`src/rtl/pdot_pkg.sv`:
```
package pdot_pkg;

    localparam int WORD_W    = 32;
    localparam int ELEM_MAX  = 16;
    localparam int EXT_W     = ELEM_MAX + 1;
    localparam int PROD_W    = 2 * EXT_W;
    localparam int MAX_LANES = WORD_W / 4;
    localparam int SUM_W     = PROD_W + $clog2(MAX_LANES) + 2;

    typedef enum logic [3:0] {
        OP_D2S = 4'h4,
        OP_D2U = 4'h5,
        OP_D4S = 4'h6,
        OP_D4U = 4'h7,
        OP_D8S = 4'h8,
        OP_D8U = 4'h9
    } op_e;

    typedef enum logic [1:0] {
        FMT_H16 = 2'd0,
        FMT_B8  = 2'd1,
        FMT_N4  = 2'd2
    } fmt_e;

    typedef struct packed {
        logic legal;
        fmt_e fmt;
        logic sgn;
        logic clamp;
    } ctl_t;

    function automatic ctl_t decode_op(input logic [3:0] op, input logic clamp);
        ctl_t d;
        d.clamp = clamp;
        d.legal = 1'b1;
        case (op)
            OP_D2S:  begin d.fmt = FMT_H16; d.sgn = 1'b1; end
            OP_D2U:  begin d.fmt = FMT_H16; d.sgn = 1'b0; end
            OP_D4S:  begin d.fmt = FMT_B8;  d.sgn = 1'b1; end
            OP_D4U:  begin d.fmt = FMT_B8;  d.sgn = 1'b0; end
            OP_D8S:  begin d.fmt = FMT_N4;  d.sgn = 1'b1; end
            OP_D8U:  begin d.fmt = FMT_N4;  d.sgn = 1'b0; end
            default: begin d.fmt = FMT_N4;  d.sgn = 1'b0; d.legal = 1'b0; end
        endcase
        return d;
    endfunction

    // Pull element 'lane' out of a word and widen it to EXT_W bits.
    function automatic logic signed [EXT_W-1:0] elem_get(input logic [WORD_W-1:0] w,
                                                         input fmt_e f,
                                                         input int lane,
                                                         input logic sgn);
        logic [15:0] h;
        logic [7:0]  y;
        logic [3:0]  n;
        logic signed [EXT_W-1:0] e;
        e = '0;
        case (f)
            FMT_H16: if (lane < WORD_W / 16) begin
                h = w[lane*16 +: 16];
                e = {sgn & h[15], h};
            end
            FMT_B8: if (lane < WORD_W / 8) begin
                y = w[lane*8 +: 8];
                e = {{(EXT_W-8){sgn & y[7]}}, y};
            end
            default: if (lane < WORD_W / 4) begin
                n = w[lane*4 +: 4];
                e = {{(EXT_W-4){sgn & n[3]}}, n};
            end
        endcase
        return e;
    endfunction

endpackage

```
`src/rtl/pdot_lane.sv`:
```
module pdot_lane
    import pdot_pkg::*;
#(
    parameter int LANE = 0
) (
    input  logic [WORD_W-1:0]        a,
    input  logic [WORD_W-1:0]        b,
    input  fmt_e                     fmt,
    input  logic                     sgn,
    output logic signed [PROD_W-1:0] prod
);
    logic signed [EXT_W-1:0] ea;
    logic signed [EXT_W-1:0] eb;

    always_comb begin
        ea   = elem_get(a, fmt, LANE, sgn);
        eb   = elem_get(b, fmt, LANE, sgn);
        prod = ea * eb;
    end
endmodule

```
`src/rtl/pdot_reduce.sv`:
```
module pdot_reduce
    import pdot_pkg::*;
(
    input  logic signed [PROD_W-1:0] prods [MAX_LANES],
    input  logic [WORD_W-1:0]        acc_in,
    input  logic                     sgn,
    input  logic                     clamp,
    output logic [WORD_W-1:0]        result
);
    localparam logic signed [SUM_W-1:0] S_MAX = {{(SUM_W-WORD_W+1){1'b0}}, {(WORD_W-1){1'b1}}};
    localparam logic signed [SUM_W-1:0] S_MIN = {{(SUM_W-WORD_W+1){1'b1}}, {(WORD_W-1){1'b0}}};
    localparam logic signed [SUM_W-1:0] U_MAX = {{(SUM_W-WORD_W){1'b0}}, {WORD_W{1'b1}}};

    logic signed [SUM_W-1:0] total;

    always_comb begin
        total = {{(SUM_W-WORD_W){sgn & acc_in[WORD_W-1]}}, acc_in};
        for (int i = 0; i < MAX_LANES; i++) begin
            total = total + {{(SUM_W-PROD_W){prods[i][PROD_W-1]}}, prods[i]};
        end
        result = total[WORD_W-1:0];
        if (clamp) begin
            if (sgn) begin
                if (total > S_MAX)      result = S_MAX[WORD_W-1:0];
                else if (total < S_MIN) result = S_MIN[WORD_W-1:0];
            end else begin
                if (total > U_MAX)      result = {WORD_W{1'b1}};
                else if (total < 0)     result = '0;
            end
        end
    end
endmodule

```
`src/rtl/pdot_unit.sv`:
```
module pdot_unit
    import pdot_pkg::*;
(
    input  logic              clk,
    input  logic              rst,
    input  logic              in_valid,
    input  logic [3:0]        in_op,
    input  logic              in_clamp,
    input  logic [WORD_W-1:0] in_a,
    input  logic [WORD_W-1:0] in_b,
    input  logic [WORD_W-1:0] in_c,
    output logic              out_valid,
    output logic              out_err,
    output logic [WORD_W-1:0] out_result
);
    ctl_t                     ctl_in;
    logic signed [PROD_W-1:0] prod_w [MAX_LANES];

    logic                     s1_vld;
    ctl_t                     s1_ctl;
    logic [WORD_W-1:0]        s1_c;
    logic signed [PROD_W-1:0] s1_prod [MAX_LANES];
    logic [WORD_W-1:0]        red_res;

    assign ctl_in = decode_op(in_op, in_clamp);

    for (genvar g = 0; g < MAX_LANES; g++) begin : g_lane
        pdot_lane #(.LANE(g)) lane_i (
            .a    (in_a),
            .b    (in_b),
            .fmt  (ctl_in.fmt),
            .sgn  (ctl_in.sgn),
            .prod (prod_w[g])
        );
    end

    // Stage 1: products and control.
    always_ff @(posedge clk) begin
        if (rst) begin
            s1_vld <= 1'b0;
            s1_ctl <= '0;
            s1_c   <= '0;
            for (int i = 0; i < MAX_LANES; i++) s1_prod[i] <= '0;
        end else begin
            s1_vld <= in_valid;
            s1_ctl <= ctl_in;
            s1_c   <= in_c;
            for (int i = 0; i < MAX_LANES; i++) s1_prod[i] <= prod_w[i];
        end
    end

    pdot_reduce red_i (
        .prods  (s1_prod),
        .acc_in (s1_c),
        .sgn    (s1_ctl.sgn),
        .clamp  (s1_ctl.clamp),
        .result (red_res)
    );

    // Stage 2: reduced, accumulated, clamped result.
    always_ff @(posedge clk) begin
        if (rst) begin
            out_valid  <= 1'b0;
            out_err    <= 1'b0;
            out_result <= '0;
        end else begin
            out_valid  <= s1_vld;
            out_err    <= s1_vld & ~s1_ctl.legal;
            out_result <= (s1_vld && s1_ctl.legal) ? red_res : '0;
        end
    end
endmodule

```
`config.mk`:
```
export PLATFORM = sky130hd
export DESIGN_NAME = pdot_unit
export DESIGN_NICKNAME = d
export VERILOG_FILES = /design/src/rtl/pdot_pkg.sv /design/src/rtl/pdot_lane.sv /design/src/rtl/pdot_reduce.sv /design/src/rtl/pdot_unit.sv
export SDC_FILE = /design/constraint.sdc
export NUM_CORES = 2
export LEC_CHECK = 0
export BUFFER_PORTS_ARGS = -buffer_cell sky130_fd_sc_hd__buf_2
export CORE_MARGIN = 2
export CORE_UTILIZATION = 35
export CTS_CLUSTER_SIZE = 20
export DETAILED_ROUTE_END_ITERATION = 12
export GPL_ROUTABILITY_DRIVEN = 0
export GPL_TIMING_DRIVEN = 0
export PLACE_DENSITY_LB_ADDON = 0.12
export SETUP_SLACK_MARGIN = 0.2
export SYNTH_ARGS = -nofsm -noshare
export SYNTH_HDL_FRONTEND = slang
export SYNTH_HIERARCHICAL = 1
export SYNTH_SLANG_ARGS = --single-unit
```
`constraint.sdc`:
```
create_clock -name clk -period 11.4 [get_ports clk]
set_input_delay 0.57 -clock clk [delete_from_list [all_inputs] [get_ports clk]]
set_output_delay 0.57 -clock clk [all_outputs]
set_load 0.005 [all_outputs]
```
==> summary.md <==
| Metric | Value |
|---|---|
| Failing checks | `capacitance limit, slew limit` |
| H-tree Lvls | `2` |
| TritonCTS clock tree | `yes` |
| Tcrit/Tclk final | `92.6%` |
| Worst path max stage delay | `a little over 1 ns` |
| Final Setup Violations | `0` |
| # resized after CTS | `0` |
| Share of layout cells above drive strength 1 | `approximately 4.9%` |
| Number of synthesized flops with an enable pin | `0` |
| Critical path peak fanout | `11` |
| Register bit total from synthesis | `approximately 340` |
| Final global-route overflow total | `0` |
| Max IR drop VDD | `0.591 mV` |
| WS Path Type | `in2reg` |
| Leakage Power | `between 0.04 and 0.05 uW` |
| Post-DP Area | `0.0775 sq mm` |
| Die Y | `461 um` |
| DR vias/cell | `between 4 and 5` |
| NetSw | `between 10,000 and 15,000 uW` |
| Chip width | `around 460 um` |
| Post-route DRC | `0` |
| CTS Hold Buffers Added | `0` |
| Drt total wl | `about 240,000 um` |
| Total GRT Usage | `between 20 and 25%` |
| Port buffer count | `137` |
| Area growth, synth to finish | `8.00%` |
| Sw frac | `between 50% and 60%` |
| Crit path capture type | `register` |
| Clock power share | `under 10%` |
| Initial core utilization | `around a third` |
| Vias in the first global route | `approximately 56,000` |
| Slack of the critical path | `around 0.84 ns` |
| Final hold violation count | `0` |
| Synth unique cells | `about 120` |
| Slew @ Worst Pin | `1.52 ns` |
| Async S/R FF share, synth | `0%` |
| Drt first-iter violations | `approximately 3,600` |
| Post-CTS setup buffers | `0` |
| Largest net degree at the start of global routing | `31` |
| Top FF cell, synth | `dfxtp_1` |
| Worst endpoint required time | `between 10 and 15 ns` |
| Pwr per Cell Area | `238 mW/mm^2` |
| Post-synth top area share | `39.6%` |
| Logic pwr share | `83.9%` |
| Register area share after synthesis | `about a tenth` |
| Sink Count | `~340` |
| Unrepaired setup endpoints after global routing | `false` |
| Final nets | `10,600` |
| F_max | `about 95 MHz` |
| Worst-path clk slew | `0.07 ns` |
| Worst path slowest cell | `fa_1` |
| Die area | `0.213 sq mm` |
| Min Tclk post-route | `approximately 11 ns` |
| Wire per inst | `21.4 um` |
| Worst Path Arrival | `11.13 ns` |
| Commonest non-fill, non-tap cell in the layout | `inv_1` |
| Post-DP HPWL | `around 210,000 um` |
| DR pass1 iterations | `6` |
| Num CTS Buffers | `43` |
| Num rows | `around 170` |
| Mapped Cells | `roughly 8,200` |
| CP startpoint kind | `input port` |
| CP bufs+invs | `9` |
| Pint | `between 7000 and 8000 uW` |
| Total core area | `0.207 sq mm` |
| Skew-Pair Late Insertion Delay | `~0.65 ns` |
| Worst R2R Start | `s1_prod[206]` |
| Mapped cell area | `0.0732 sq mm` |
| Largest area contributor in the netlist | `fa_1` |
| Power Total | `approximately 19,000 uW` |
| Part of the power in registers | `between 8 and 9%` |
| Most frequent cells in the layout | `inv_1 (2,063), fa_1 (1,448), ha_1 (684), nor2_1 (614), nand2_1 (489)` |
| Status | `finished with violations` |
| CP top delay family | `adder cells` |
| Avg Synthesized Cell Area | `a little under 9 sq um` |
| Max clock buf depth | `3` |
| Worst rel slew slack | `-1.47%` |
| Max cap viols | `1` |
| Fin Clk Skew | `between 0.03 and 0.04 ns` |
| Fin. max-slew vios | `9` |
| Root buf cell | `clkbuf_16` |
| Initial antenna violation count | `40` |
| Mapped Nets | `between 10,000 and 15,000` |
| Yosys warnings | `6` |
| First-pass GRT wire length | `~360,000 um` |
| Placement Setup Slack | `0.327 ns` |
| Final antenna-violating net count | `0` |
| Vias | `54,600` |
| CP Launch Point | `in_op[3]` |
| Cell area after layout | `a little under 0.08 sq mm` |
| Startpoint of the worst hold path | `in_c[5]` |
| HP Class | `in2reg` |
| Hold slack | `approximately 0.14 ns` |
| # IOs | `between 100 and 150` |
| Synth area leaders | `fa_1 (40%), ha_1 (12%), inv_1 (11%), dfxtp_1 (9.4%), nor2_1 (3.2%)` |
state kept, by name, indices dropped and copies added (netlist names):
signal	flops
s1_c	32
s1_prod	272
out_err	1
s1_vld	1
out_result	32
out_valid	1
s1_ctl	3
synth_stat cells (all sizes together), types with 62 or more instances:
master and instances:
dfxtp 342, nand2 490, o21ai 197, xor2 99
xnor2 194, nand2b 94, and2 150, buf 77
nor2 616, clkbuf 152, a21oi 344, and3 86
ha 684, a21o 119, nand3 62, nor2b 363
inv 2067, fa 1448
final timing paths:
check | cells past startpoint | endpoint | slack [ns]
worst max register to register | 27 | out_result[18] | 2.14
worst max-delay path | 30 | s1_prod[237] | 0.84
worst min register to register | 1 | out_err | 0.42
worst min-delay path | 2 | s1_c[5] | 0.14
cell families after synthesis:
group	Yosys count	synth area share, %
AOI/OAI and AO/OA	1040	9.54
xor gates and xnor gates	293	3.53
adders and majority gates	2133	51.3
buffers and inverters	2296	12.0
DFF	342	9.36
muxes	23	0.335
and+or+nand+nor	2057	13.9
power by group through the flow:
| stage | clock [uW] | sequential (uW) | combinational [uW] |
|---|---|---|---|
| after floorplan | 0 | 1540 | 10400 |
| after global placement | 0 | 1610 | 15600 |
| after detailed placement | 0 | 1610 | 15600 |
| after CTS | 1470 | 1580 | 15700 |
| after global routing | 1520 | 1600 | 17300 |
| final | 1440 | 1580 | 15800 |
area by class of cell:
type | count | area (sq um)
Fill cell | 21400 | 128000
Multi-Input combinational cell | 5546 | 57600
Inverter | 2067 | 7760
Sequential cell | 342 | 6850
Tap cell | 2788 | 3490
Clock buffer | 63 | 1290
Buffer | 229 | 1050
Timing Repair Buffer | 140 | 761
Clock inverter | 14 | 208
Antenna cell | 26 | 65.1
metal layers:
layer  track usage [%]  vias to the layer above  wire length, um
met5                 0                        -               58
met4              7.87                       10            10300
met3              3.00                      321            13300
met2              36.1                     1394           108000
met1              31.8                    27500           109000
li1                  -                    25300                -
metrics by stage:
| stage | utilization, % | cells | setup TNS [ns] |
|---|---|---|---|
| global placement | 37.3 | 11100 | -837.82 |
| global route | 38.1 | 11200 | 0 |
| detailed placement | 37.3 | 11100 | 0 |
| CTS | 38.1 | 11200 | 0 |
| finish | 38.1 | 11200 | 0 |
| floorplan | - | 8184 | 0 |
Power figures use the tool's default switching activity.
